### config.mk
export PLATFORM = sky130hd
export DESIGN_NAME = adc_seq_ctrl
export DESIGN_NICKNAME = d
export VERILOG_FILES = /design/src/rtl/adc_seq_ctrl.sv
export SDC_FILE = /design/constraint.sdc
export NUM_CORES = 1
export LEC_CHECK = 0
export ABC_AREA = 1
export BUFFER_PORTS_ARGS = -buffer_cell sky130_fd_sc_hd__buf_4
export CAP_MARGIN = 20
export CORE_MARGIN = 3
export CORE_UTILIZATION = 55
export DETAILED_ROUTE_END_ITERATION = 16
export PLACE_DENSITY = 0.89
export RECOVER_POWER = 50
export SYNTH_ARGS = -nofsm -noshare
export SYNTH_HDL_FRONTEND = slang
export SYNTH_SLANG_ARGS = --single-unit
export TNS_END_PERCENT = 20
### constraint.sdc
create_clock -name clk -period 2.4 [get_ports clk]
set_input_delay 0.48 -clock clk [delete_from_list [all_inputs] [get_ports clk]]
set_output_delay 0.48 -clock clk [all_outputs]
set_load 0.02 [all_outputs]
### src/rtl/adc_seq_ctrl.sv
module adc_seq_ctrl #(
  parameter int DATA_W     = 12,
  parameter int ACQ_CYCLES = 6,
  parameter int CH_N       = 6
) (
  input  logic              clk,
  input  logic              rst_n,
  input  logic              cs_n,
  input  logic              wr_n,
  input  logic              rd_n,
  input  logic [7:0]        din,
  input  logic              cmp_hi,
  output logic [DATA_W-1:0] dout,
  output logic              dout_oe,
  output logic              irq_n,
  output logic [2:0]        mux_sel,
  output logic              mux_en,
  output logic              track,
  output logic              converting,
  output logic [DATA_W-1:0] dac_code,
  output logic              bipolar,
  output logic              wide_range,
  output logic              acq_ext,
  output logic              clk_internal,
  output logic              standby,
  output logic              full_off
);

  localparam int IDX_W = $clog2(DATA_W);
  localparam int CNT_W = (ACQ_CYCLES > 1) ? $clog2(ACQ_CYCLES) : 1;
  localparam logic [DATA_W-1:0] MSB_ONE = {1'b1, {(DATA_W-1){1'b0}}};
  localparam logic [DATA_W-1:0] LSB_ONE = {{(DATA_W-1){1'b0}}, 1'b1};

  typedef enum logic [1:0] {S_IDLE, S_INT, S_EXT, S_CONV} seq_t;

  logic [1:0]        cs_q;
  logic [2:0]        wr_q, rd_q;
  seq_t              state;
  logic [7:0]        ctrl_q;
  logic              clk_int_q;
  logic [CNT_W-1:0]  cnt;
  logic [IDX_W-1:0]  idx;
  logic [DATA_W-1:0] sar, result;
  logic [DATA_W-1:0] bit_now, sar_kept, sar_nxt;
  logic              cs_on, wr_ev, rd_ev;

  always_ff @(posedge clk or negedge rst_n) begin
    if (!rst_n) begin
      cs_q <= 2'b11;
      wr_q <= 3'b111;
      rd_q <= 3'b111;
    end else begin
      cs_q <= {cs_q[0], cs_n};
      wr_q <= {wr_q[1:0], wr_n};
      rd_q <= {rd_q[1:0], rd_n};
    end
  end

  assign cs_on = ~cs_q[1];
  assign wr_ev = cs_on & wr_q[1] & ~wr_q[2];
  assign rd_ev = cs_on & ~rd_q[1] & rd_q[2];

  assign bit_now  = LSB_ONE << idx;
  assign sar_kept = cmp_hi ? sar : (sar & ~bit_now);
  assign sar_nxt  = sar_kept | (bit_now >> 1);

  always_ff @(posedge clk or negedge rst_n) begin
    if (!rst_n) begin
      state     <= S_IDLE;
      ctrl_q    <= '0;
      clk_int_q <= 1'b0;
      cnt       <= '0;
      idx       <= '0;
      sar       <= '0;
      result    <= '0;
      irq_n     <= 1'b1;
    end else begin
      if (rd_ev) irq_n <= 1'b1;
      if (wr_ev) begin
        ctrl_q <= din;
        irq_n  <= 1'b1;
        if (!din[7]) clk_int_q <= din[6];
        if (din[5]) begin
          state <= S_EXT;
        end else if (state == S_EXT) begin
          state <= S_CONV;
          idx   <= IDX_W'(DATA_W-1);
          sar   <= MSB_ONE;
        end else begin
          state <= S_INT;
          cnt   <= '0;
        end
      end else begin
        case (state)
          S_INT: begin
            if (cnt == CNT_W'(ACQ_CYCLES-1)) begin
              state <= S_CONV;
              idx   <= IDX_W'(DATA_W-1);
              sar   <= MSB_ONE;
            end else begin
              cnt <= cnt + 1'b1;
            end
          end
          S_CONV: begin
            sar <= sar_nxt;
            if (idx == '0) begin
              state  <= S_IDLE;
              result <= ctrl_q[3] ? {~sar_kept[DATA_W-1], sar_kept[DATA_W-2:0]} : sar_kept;
              irq_n  <= 1'b0;
            end else begin
              idx <= idx - 1'b1;
            end
          end
          default: ;
        endcase
      end
    end
  end

  assign dout_oe      = ~cs_n & ~rd_n;
  assign dout         = dout_oe ? result : '0;
  assign track        = (state == S_INT) || (state == S_EXT);
  assign converting   = (state == S_CONV);
  assign dac_code     = sar;
  assign mux_sel      = ctrl_q[2:0];
  assign mux_en       = track && (ctrl_q[2:0] < 3'(CH_N));
  assign bipolar      = ctrl_q[3];
  assign wide_range   = ctrl_q[4];
  assign acq_ext      = ctrl_q[5];
  assign clk_internal = clk_int_q;
  assign standby      = ctrl_q[7] & ~ctrl_q[6];
  assign full_off     = ctrl_q[7] & ctrl_q[6];

  AST_ACQ_TO_CONV: assert property (@(posedge clk) disable iff (!rst_n)
    (state == S_INT && cnt == CNT_W'(ACQ_CYCLES-1) && !wr_ev) |=> (converting && idx == IDX_W'(DATA_W-1)));
  AST_CONV_STEP: assert property (@(posedge clk) disable iff (!rst_n)
    (state == S_CONV && idx != '0 && !wr_ev) |=> (converting && idx == $past(idx) - 1'b1));
  AST_DONE_IRQ: assert property (@(posedge clk) disable iff (!rst_n)
    (state == S_CONV && idx == '0 && !wr_ev) |=> (!irq_n && state == S_IDLE));
  AST_WRITE_CLEARS_IRQ: assert property (@(posedge clk) disable iff (!rst_n)
    wr_ev |=> (irq_n && !converting || (converting && idx == IDX_W'(DATA_W-1))));
  AST_EXT_HOLD: assert property (@(posedge clk) disable iff (!rst_n)
    (state == S_EXT && !wr_ev) |=> (state == S_EXT));
  AST_CS_IGNORE: assert property (@(posedge clk) disable iff (!rst_n)
    !cs_on |=> $stable(ctrl_q));

endmodule

-- After elaboration in Yosys (flattened, before gate mapping)
Cells that the tools add are included.
- muxes and demuxes: 29
- bitwise gates (word level): 19
- magnitude comparators: 1
- shifts and indexed selects: 1
- equality and inequality tests: 11
- reduce and logical (&&, ||, !) cells: 11
- add/sub/neg operators: 2
- operator list (cell ; number):
    $mux 12 ; 7
    $pmux 12 s2 ; 1
    $mux 4 ; 5
    $mux 3 ; 5
    $and 12x12->12 ; 1
    $not 12->12 ; 1
    $or 12x11->12 ; 1
    $shl 1x4->12 const A ; 1
    $mux 2 ; 5
    $not 1->1 ; 9
    $pmux 4 s2 ; 1
    $reduce_and 4->1 ; 2
    $and 1x1->1 ; 7
    $ne 2x2->1 const B ; 3
    $ne 3x3->1 const B ; 2
    $reduce_and 3->1 ; 2
    $reduce_and 5->1 ; 1
    $eq 2x2->1 const B ; 2
    $logic_not 4->1 ; 1
    $mux 1 ; 4
    $pmux 2 s2 ; 1
    $sub 4x1->4 const B ; 1
    $add 3x1->3 const B ; 1
    $eq 3x3->1 const B ; 1
    other kinds (9) ; 9
- output and inout port bits: 38
- register bits: 51
- word-level logic and storage cells: 85

-- Longest topological paths before layout
Gate-level depths: netlist of run 1.
- word-level depth: 7
- depth in mapped cells: 11
- depth with buffers taken out: 10

-- Worst setup path before layout of run 1
OpenSTA, ideal clock, no wires.
- path kind: input to output
- from: in cs_n
- to: out dout[10]
- buffers on the path: 1
- stages on the path: 4
- setup slack: 483 ps
- arrival: 1437 ps
- path through: nor2_1 -> inv_1 -> clkbuf_1 -> nor2_1
- cells in the longest elaborated chain, start to end: 3
- ends and longest elaborated chain (element ; RTL line ; text):
    from (decl) ; 8 ; input logic cs_n,
    $not 1->1 ; 120 ; assign dout_oe = ~cs_n & ~rd_n;
    $and 1x1->1 ; 120 ;
    $mux 12 ; 121 ; assign dout = dout_oe ? result : '0;
    to (decl) ; 13 ; output logic [DATA_W-1:0] dout,
Every way passes these cells.

-- Final worst setup path of run 1
- from: reg cs_q[1]
- to: reg sar[9] (netlist: dac_code[9])
- cells in the longest elaborated chain, start to end: 5
- elaborated cells on any way between the ends: 9
- ends and longest elaborated chain (element ; RTL line ; text):
    from (decl) ; 36 ; logic [1:0] cs_q;
    from (signal assigned) ; 53 ; cs_q <= {cs_q[0], cs_n};
    $not 1->1 * ; 59 ; assign cs_on = ~cs_q[1];
    $and 1x1->1 * (2 in a row) ; 60 ; assign wr_ev = cs_on & wr_q[1] & ~wr_q[2];
    $ne 3x3->1 (no line) (tied with other cells) ; -- ;
    $reduce_and 4->1 (no line) ; -- ;
    to (signal assigned) ; 105 ; sar <= sar_nxt;
    to (decl) ; 43 ; logic [DATA_W-1:0] sar, result;
Every way passes the cells marked *; elsewhere a longest branch is shown, timed or not.
A chain may end at the register's enable or synchronous reset.

==> summary.txt, run 1 <==
Status
  – Status: completed

Job
  – Max cap viols: 0

Critical path
  – R2R depth: 6
  – Worst flop-to-flop path endpoint: dac_code[9]
  – CP required: 2.64 ns
  – Worst Path Max Fanout: 13
  – Reg2reg start: cs_q[1]
  – Flop2flop setup slack: 0.49 ns
  – CP Launch Type: flip-flop
  – Crit. Startpoint: cs_q[1]
  – Critical path destination: dac_code[9]
  – Setup CP Type: flip-flop to flip-flop
  – CP Data Arrival Time: 2.15 ns
  – CP endpoint kind: flip-flop

Power and ir drop
  – Power, Total: 3.347 mW
  – Total power per unit cell area: 1124 nW/um2
  – Leak Pwr: 1.605 nW
  – Worst IR Drop VDD: 0.6222 mV

STA
  – Slew @ Worst Pin: 1.213 ns
  – Final WS setup: 0.4922 ns
  – Worst rel slew slack: 19.14%
  – Final TNS setup: 0 ns
  – Final setup violating endpoints: 0
  – Clock Skew: 0.01016 ns
  – Hold slack: 0.2744 ns
  – Fin. Hold Viols: 0
  – Final Max Slew Viols: 0
  – Achievable frequency: 524.2 MHz
  – RSZ-0062 raised after global routing: no
  – Period Utilization, post-route: 79.49%
  – Tmin final: 1.908 ns

Drt
  – Final ANT Viol Nets: 0
  – Vias: 2145
  – Initial DRC count: 116
  – WL final: 5375 um
  – Drt pass-1 iters: 4
  – DR WL/cell: 12.98 um
  – DRC Markers: 0
  – Vias/cell: 5.181

Finish
  – Diode count: 0
  – Design area: 2977 um2
  – Nets: 385
  – Ratio of cells with drive above 1 in the final layout: 20.99%
  – Syn-to-layout area delta: 17.89%
  – Footprint of the multi-input gates: 1017 um2
  – Register area: 1287 um2
  – Filler cells: 362

Global route
  – Largest net degree at the start of global routing: 52
  – Grt total ovfl: 0
  – Initial antenna violation count: 0
  – Global-route wire length before repair: 8852 um
  – Vias in the first global route: 2005
  – GRT Total Usage: 20.97%

Clock network
  – Reg clk slew, reported paths: 0.10 ns
  – CTS max path bufs: 2
  – Clock sinks: 51
  – CTS tree: built
  – CTS-repair resized insts: 0
  – CTS HTree Levels: 2
  – CTS Buf Count: 5
  – Worst-skew pair later-pin latency: 0.31 ns
  – Setup Buffers After CTS: 0
  – Post-CTS Hold Buffers: 0
  – CTS root buffer: clkbuf_8

Floorplan
  – Die height: 73.76 um
  – Die area: 5440 um2
  – Width of the die: 73.76 um
  – Initial Utilization: 57.59%
  – Core area: 4384 um2
  – # IOs: 52
  – # rows: 24

Yosys
  – Synth Instances: 315
  – Number of synthesis warnings: 0
  – Syn avg cell area: 8.016 um2
  – Register area share after synthesis: 50.99%
  – Seq cells post-synth: 51
  – Synth top area cells: dfrtp_1, nand2_1, dfstp_2
  – Async SR Flop Fraction: 100.0%
  – Synth top area share: 41.63%
  – Cell Area, Synth: 2525 um2
  – Number of library cell types mapped by synthesis: 25
  – Syn nets: 339
  – Post-synth EDFFs: 0
  – Synth area leader: dfrtp_1
  – Primary FF master, synth: dfrtp_1
  – Count leader, synth: nand2_1
  – Synth cell count leaders: nand2_1, dfrtp_1, inv_1

Placement
  – Port bufs: 51
  – Gpl congestion: 0.8300
  – Post-Place Setup Slack: 0.5775 ns
  – Placed wire-length estimate: 4058 um
  – Dpl cell area: 2902 um2

Min path
  – Worst Hold Class: input pin to flip-flop
[stage by stage]
stage	util [%]	cells
global placement	66.18	406
global route	67.89	414
detailed placement	66.18	406
finish	67.89	414
floorplan	-	315
CTS	68.41	414
[report_power, final]
| group | switching, mW | leakage [nW] | internal, mW |
|---|---|---|---|
| sequential | 0.225 | 0.641 | 1.10 |
| combinational | 0.955 | 0.914 | 0.547 |
| clock | 0.304 | 0.0502 | 0.216 |
[worst min path at each step]
stage,startpoint,end,slack (ns),depth (start not counted)
global placement,wr_q[0],wr_q[1],0.35,0
finish,rd_n,rd_q[0],0.27,1
floorplan,rst_n,clk_internal,0.18,0
global route,cs_n,cs_q[0],0.26,1
detailed placement,cs_q[0],cs_q[1],0.35,0
CTS,rst_n,cnt[2],0.20,1
[flip-flops by register name, indices dropped and copies added, names as in the netlist, 3 cells and up]
| signal | cells |
|---|---|
| rd_q | 3 |
| result | 12 |
| dac_code | 12 |
| wr_q | 3 |
| ctrl_q | 8 |
| cnt | 3 |
| idx | 4 |
[area by class of cell]
type,instances,area share [%]
Clock buffer,5,2.312
Clock inverter,3,0.9668
Inverter,35,4.582
Multi-Input combinational cell,216,34.17
Sequential cell,51,43.25
Tap cell,52,2.186
Timing Repair Buffer,52,12.53
[per-layer routing]
| layer | vias up | global-route usage (%) | wire length [um] |
|---|---|---|---|
| met5 | - | 0 | 0 |
| met3 | 4 | 4.241 | 246 |
| met4 | 0 | 6.640 | 27 |
| li1 | 1079 | - | - |
| met2 | 56 | 36.91 | 2842 |
| met1 | 1006 | 25.60 | 2258 |
[worst max-delay path, stage by stage, from the launching register on]
cell	delay (ns)
dfstp_2	0.58
nor2_2	0.06
nand2_1	0.32
nand2_1	0.26
nor2_2	0.43
nand2_1	0.11
nand2_1	0.08
[cell families (layout without fill, tap and decap cells)]
logic type                 count (synthesis)  after routing  synth area share, %
AOI/OAI and AO/OA                         36             36                7.384
xor gates and xnor gates                   2              2               0.6939
adders and majority gates                 10             10                4.955
buffers and inverters                     48             95                8.523
DFF                                       51             51                50.99
and+or+nand+nor                          168            168                27.45
[cell usage in the layout, fill, tap and decap left out]
| cell | netlist | routed |
|---|---|---|
| dfstp_1 | 0 | 1 |
| clkbuf_4 | 0 | 3 |
| o21ai_0 | 12 | 14 |
| ha_1 | 10 | 10 |
| o21ai_2 | 1 | 1 |
| nand2_1 | 108 | 109 |
| nand2_2 | 4 | 3 |
| clkbuf_8 | 0 | 5 |
| clkinv_4 | 0 | 2 |
| inv_2 | 4 | 4 |
| clkbuf_1 | 2 | 4 |
| o21ai_1 | 18 | 16 |
| nor2_1 | 22 | 23 |
| a21oi_1 | 4 | 4 |
| dfrtp_1 | 42 | 42 |
| dfstp_2 | 9 | 8 |
| nand3_1 | 26 | 26 |
| inv_8 | 0 | 1 |
| o21a_1 | 1 | 1 |
| xor2_1 | 1 | 1 |
| or2_1 | 1 | 1 |
| clkbuf_2 | 0 | 1 |
| clkinv_1 | 1 | 1 |
| xnor2_1 | 1 | 1 |
| inv_1 | 28 | 28 |
| inv_4 | 2 | 2 |
| nand4_1 | 4 | 4 |
| buf_4 | 4 | 44 |
| nor2_2 | 3 | 2 |
(Power assumes the default switching activity.)
==> run 2, diff against run 1 <==
Settings changed: CORE_UTILIZATION 55 to 54, PLACE_DENSITY 0.89 to 0.88.
Clock period 2.4 ns to 1.8 ns, I/O delays scaled along.
==> run 2 against run 1 <==
Net effect:
- total power is 37% higher
- count of clock-buffer cells in the layout stayed put
- largest cell class unchanged
- critical path type is now flip-flop to output pin
- clock power rose by 51%
- via count grew 0.70%
- critical path depth is 2 lower
- highest routed layer unchanged
- final cell count increased by 0.48%
- core utilization down 0.55 points
- largest power group unchanged
- final area rose by 0.55%
- sequential share of layout area decreased by 0.24 points
- non-clock buffer count rose by 2
- combinational power is 35% higher
==> summary.txt, run 2 (synthesis results as in run 1) <==
Drt
  – Vias: 2160 (+0.70%)
  – DRC Markers: 0 (unchanged)
  – Final ANT Viol Nets: 0 (unchanged)
  – DR WL/cell: 12.82 um (-1.3%)
  – Vias/cell: 5.192 (+0.22%)
  – WL final: 5333 um (-0.78%)
  – Drt pass-1 iters: 4 (unchanged)
  – Initial DRC count: 192 (+66%)

Finish
  – Commonest non-fill, non-tap cell in the layout: nand2_1
  – Syn-to-layout area delta: 18.53%
  – Footprint of the multi-input gates: 1022 um2 (+0.49%)
  – Filler cells: 342 (-5.5%)
  – Register area: 1287 um2 (unchanged)
  – Nets: 387 (+0.52%)
  – Ratio of cells with drive above 1 in the final layout: 20.33% (-0.66 points)
  – Diode count: 0 (unchanged)
  – Commonest non-fill, non-tap cells in the layout: nand2_1, buf_4, dfrtp_1, inv_1, nand3_1

Critical path
  – CP max stage cell: dfrtp_1
  – Crit path max-delay family: flip-flops
  – CP required: 1.44 ns (-1.20 ns)
  – Delay of the slowest critical-path stage: 0.40 ns (-0.18 ns)
  – CP Launch Type: flip-flop
  – Setup CP Type: flip-flop to output pin
  – Critical-path cell list: inv_1, ha_1, a21oi_1, buf_4
  – CP endpoint kind: output pin
  – WP buf/inv: 2 (+2)
  – CP Data Arrival Time: 1.36 ns (-0.79 ns)
  – Worst Path Max Fanout: 4 (-9)

STA
  – Worst rel slew slack: 20.93% (+1.8 points)
  – Achievable frequency: 580.2 MHz
  – Final setup violating endpoints: 0 (unchanged)
  – Final WS setup: 0.07647 ns (-0.4158 ns)
  – RSZ-0062 raised after global routing: no
  – Fin. Hold Viols: 0 (unchanged)
  – Period Utilization, post-route: 95.75%
  – Slew @ Worst Pin: 1.186 ns (-0.02676 ns)
  – Final Max Slew Viols: 0 (unchanged)
  – Tmin final: 1.724 ns
  – Final TNS setup: 0 ns (unchanged)
  – Clock Skew: 0.007406 ns (-0.002759 ns)

Global route
  – Grt total ovfl: 0 (unchanged)
  – Largest net degree at the start of global routing: 52 (unchanged)
  – GRT Total Usage: 21.27% (+0.30 points)
  – Vias in the first global route: 2062 (+2.8%)
  – Global-route wire length before repair: 8990 um (+1.6%)
  – Initial antenna violation count: 0 (unchanged)

Power and ir drop
  – Leak Pwr: 1.604 nW (about the same)
  – Worst IR Drop VDD: 0.9443 mV (+52%)
  – Total power per unit cell area: 1528 nW/um2 (+36%)

Clock network
  – CTS Buf Count: 5 (unchanged)
  – Reg clk slew, reported paths: 0.09 ns (about the same)
  – CTS max path bufs: 2 (unchanged)
  – Setup Buffers After CTS: 0 (unchanged)
  – CTS tree: built
  – Post-CTS Hold Buffers: 0 (unchanged)
  – Clock sinks: 51 (unchanged)
  – CTS-repair resized insts: 0 (unchanged)
  – CTS root buffer: clkbuf_8
  – Worst-skew pair later-pin latency: 0.31 ns (about the same)
  – CTS HTree Levels: 2 (unchanged)

Floorplan
  – # rows: 24 (unchanged)
  – Initial Utilization: 56.81% (-0.78 points)
  – Width of the die: 74.38 um (+0.85%)
  – Core area: 4444 um2 (+1.4%)
  – Die height: 74.38 um (+0.85%)
  – # IOs: 52 (unchanged)
  – Die area: 5532 um2 (+1.7%)

Placement
  – Port bufs: 51 (unchanged)
  – Gpl congestion: 0.8366 (+0.80%)
  – Post-Place Setup Slack: 0.1581 ns (-0.4194 ns)
  – Placed wire-length estimate: 3995 um (-1.6%)

Min path
  – Worst Hold Class: input pin to flip-flop

Job
  – Max cap viols: 0 (unchanged)

Status
  – Status: completed
[run 2: cell types whose count changed in the layout (fill, tap and decap cells not counted), sizes merged]
cell	delta
buf	-1
bufinv	+1
clkbuf	+3
inv	-1
[run 2: layer usage]
layer  part of all wire [%]  track usage, %
met5                      0               0
met4                    1.4           7.708
met3                    5.0           5.676
met2                     52           36.88
met1                     42           25.37
[run 2: layout make-up]
| cell class | instances | share of cell area (%) |
|---|---|---|
| clock inverter | 3 | 1.463 |
| clock buffer | 5 | 2.299 |
| inverter | 35 | 4.557 |
| multi-input combinational | 216 | 34.16 |
| tap | 52 | 2.174 |
| sequential | 51 | 43.02 |
| timing repair buffer | 54 | 12.33 |
[run 2: power breakdown]
group | switching, mW | leakage, nW | total [mW] | internal (mW)
Sequential | 0.289 | 0.641 | 1.75 | 1.46
Clock | 0.373 | 0.0581 | 0.787 | 0.414
Combinational | 1.29 | 0.906 | 2.03 | 0.744
[run 2: per-stage QoR]
step | cell area [um2] | cells | hold WS, ns | power [mW] | util [%]
final | 2993 | 416 | 0.1314 | 4.572 | 67.34
after floorplan | 2525 | 315 | 0.06441 | 3.159 | -
after detailed placement | 2917 | 408 | 0.3468 | 3.827 | 65.63
after global placement | 2917 | 408 | 0.3463 | 3.741 | 65.63
after CTS | 3029 | 416 | 0.07299 | 4.628 | 68.16
after global routing | 2993 | 416 | 0.1214 | 4.936 | 67.34
[run 2: final timing paths]
check	startpoint	to	slack (ns)	cells after the start
setup / recovery	state[0]	mux_en	0.08	4
hold / removal	rd_n	rd_q[0]	0.13	1
setup reg to reg	idx[0]	result[10]	0.13	8
hold reg to reg	cs_q[0]	cs_q[1]	0.36	0
max in group asynchronous	rst_n	cnt[0]	0.80	1
min in group asynchronous	rst_n	result[7]	0.28	1
==> run 3, diff against run 2 <==
Settings changed: CELL_PAD_IN_SITES_DETAIL_PLACEMENT set to 1, CELL_PAD_IN_SITES_GLOBAL_PLACEMENT set to 1, CORE_UTILIZATION 54 to 40, GPL_TIMING_DRIVEN set to 0.
==> run 3 against run 2 <==
Net effect:
- total power barely moved
- sequential cell count did not move
- combinational power rose by 9%
==> summary.txt, run 3 (synthesis results as in run 1) <==
Status
  – Status: completed

Min path
  – Hold_sp: rd_n
  – WHS Endpoint: rd_q[0]
  – WHS Path Cells: 1 (unchanged)
  – Worst Hold Class: input pin to flip-flop

Drt
  – Initial DRC count: 80 (-58%)
  – DR WL/cell: 14.33 um (+12%)
  – Vias/cell: 4.987 (-4.0%)
  – Final ANT Viol Nets: 0 (unchanged)
  – DRC Markers: 0 (unchanged)
  – WL final: 6449 um (+21%)
  – Vias: 2244 (+3.9%)
  – Drt pass-1 iters: 4 (unchanged)

STA
  – Final TNS setup: 0 ns (unchanged)
  – Achievable frequency: 558.2 MHz (-3.8%)
  – Clock Skew: 0.005723 ns (-0.001683 ns)
  – Final WS setup: 0.008380 ns (-0.06809 ns)
  – Fin. Hold Viols: 0 (unchanged)
  – RSZ-0062 raised after global routing: yes
  – Tmin final: 1.792 ns (+0.06809 ns)
  – Period Utilization, post-route: 99.53% (+3.8 points)
  – Worst rel slew slack: 15.07% (-5.9 points)
  – Hold slack: 0.1537 ns (+0.02227 ns)
  – Final Max Slew Viols: 0 (unchanged)
  – Final setup violating endpoints: 0 (unchanged)
  – Slew @ Worst Pin: 1.274 ns (+0.08785 ns)

Critical path
  – R2R depth: 10 (+2)
  – CP endpoint kind: output pin
  – CP required: 1.44 ns (about the same)
  – WP buf/inv: 2 (unchanged)
  – CP Data Arrival Time: 1.43 ns (+0.07 ns)
  – Setup CP Type: flip-flop to output pin
  – CP Launch Type: flip-flop
  – Critical-path cell list: inv_1, ha_1, a21oi_1, buf_4
  – Reg2reg start: state[0]
  – Crit path max-delay family: flip-flops
  – Flop2flop setup slack: 0.13 ns (about the same)
  – Worst flop-to-flop path endpoint: dac_code[9]
  – CP max stage cell: dfrtp_1
  – Worst Path Max Fanout: 4 (unchanged)
  – Delay of the slowest critical-path stage: 0.41 ns (about the same)

Clock network
  – Clock sinks: 51 (unchanged)
  – CTS tree: built
  – CTS Buf Count: 5 (unchanged)
  – Worst-skew pair later-pin latency: 0.30 ns (about the same)
  – CTS root buffer: clkbuf_8
  – CTS max path bufs: 2 (unchanged)
  – CTS HTree Levels: 2 (unchanged)
  – Reg clk slew, reported paths: 0.09 ns (about the same)

Power and ir drop
  – Leak Pwr: 1.622 nW (+1.1%)
  – Total power per unit cell area: 1495 nW/um2 (-2.2%)
  – Sequential share of power: 37.3% (-1.1 points)
  – Switching share of power: 44.50% (+1.8 points)
  – Gate power share: 48.3% (+3.9 points)
  – Worst IR Drop VDD: 0.6983 mV (-26%)
  – Power, Total: 4.571 mW (about the same)
  – Clock power share: 14.4% (-2.8 points)
  – Sw Pwr: 2.034 mW (+4.3%)
  – Pint: 2.537 mW (-3.2%)

Placement
  – Placed wire-length estimate: 4967 um (+24%)
  – Dpl cell area: 3002 um2 (+2.9%)
  – Post-Place Setup Slack: 0.1091 ns (-0.04896 ns)
  – # placed instances: 441 (+8.1%)
  – Port bufs: 51 (unchanged)
  – Gpl congestion: 0.7955 (-4.9%)

Finish
  – Diode count: 0 (unchanged)
  – Commonest non-fill, non-tap cells in the layout: nand2_1, buf_4, dfrtp_1, inv_1, nand3_1
  – Syn-to-layout area delta: 21.11%
  – Util after Layout: 50.75% (-17 points)
  – Ratio of cells with drive above 1 in the final layout: 22.40% (+2.1 points)
  – Design area: 3058 um2 (+2.2%)
  – Nets: 398 (+2.8%)
  – Commonest non-fill, non-tap cell in the layout: nand2_1
  – Cell Count, Final, Fillers Out: 450 (+8.2%)

Global route
  – GRT Total Usage: 19.04% (-2.2 points)
  – Grt total ovfl: 0 (unchanged)
  – Initial antenna violation count: 0 (unchanged)
  – Global-route wire length before repair: 11120 um (+24%)
  – Vias in the first global route: 2415 (+17%)
  – Largest net degree at the start of global routing: 52 (unchanged)

Floorplan
  – Core area: 6026 um2 (+36%)
  – Initial Utilization: 41.90% (-15 points)
  – # IOs: 52 (unchanged)
  – Die height: 85.45 um (+15%)
  – Die area: 7302 um2 (+32%)
  – Width of the die: 85.45 um (+15%)
  – # rows: 28 (+17%)

Job
  – Max cap viols: 0 (unchanged)
## run 3: layer usage
layer,vias to the layer above,share of wire (%),track usage [%]
met5,-,0,0
met4,0,1.5,6.331
met3,8,3.0,3.883
met2,31,53,33.97
met1,1105,42,22.80
li1,1100,-,-
## run 3: area by class of cell
| class | count | area [um2] |
|---|---|---|
| clock buffer | 6 | 72.57 |
| tap | 75 | 93.84 |
| sequential | 51 | 1289 |
| clock inverter | 2 | 12.51 |
| multi-input combinational | 216 | 1026 |
| timing repair buffer | 52 | 350.3 |
| inverter | 35 | 136.4 |
| buffer | 13 | 77.57 |
| fill | 752 | 2968 |
## run 3: how the worst max path moves through the flow
| stage | cells after the start | slack, ns | startpoint | endpoint |
|---|---|---|---|---|
| floorplan | 4 | 0.12 | cs_n | dout[10] |
| detailed placement | 8 | 0.11 | idx[0] | result[10] |
| global placement | 8 | 0.17 | idx[0] | result[2] |
| global route | 4 | -0.02 | state[0] | mux_en |
| finish | 4 | 0.008 | state[0] | mux_en |
| CTS | 4 | 0.02 | state[0] | mux_en |
## run 3: power groups by stage
stage | clock [mW] | sequential (mW) | combinational [mW]
detailed placement | 0 | 1.73 | 2.21
global placement | 0 | 1.70 | 2.12
CTS | 0.676 | 1.70 | 2.24
finish | 0.657 | 1.71 | 2.21
floorplan | 0 | 1.79 | 1.37
global route | 0.716 | 1.75 | 2.49
## run 3: timing repair
item / CTS / global route
gates resized for setup: 0 / 3
buffers inserted: 0 / 1
setup endpoints to repair: 0 / 15
hold buffers: 0 / 0
## run 3: worst reg2reg max path, cell delays in order (launching register included)
cell	delay [ns]
dfrtp_1	0.41
ha_1	0.29
inv_2	0.07
nand2_1	0.06
nand2_1	0.06
nand2_2	0.15
inv_2	0.07
nor2_2	0.11
buf_2	0.25
nand2_1	0.09
nand2_1	0.07
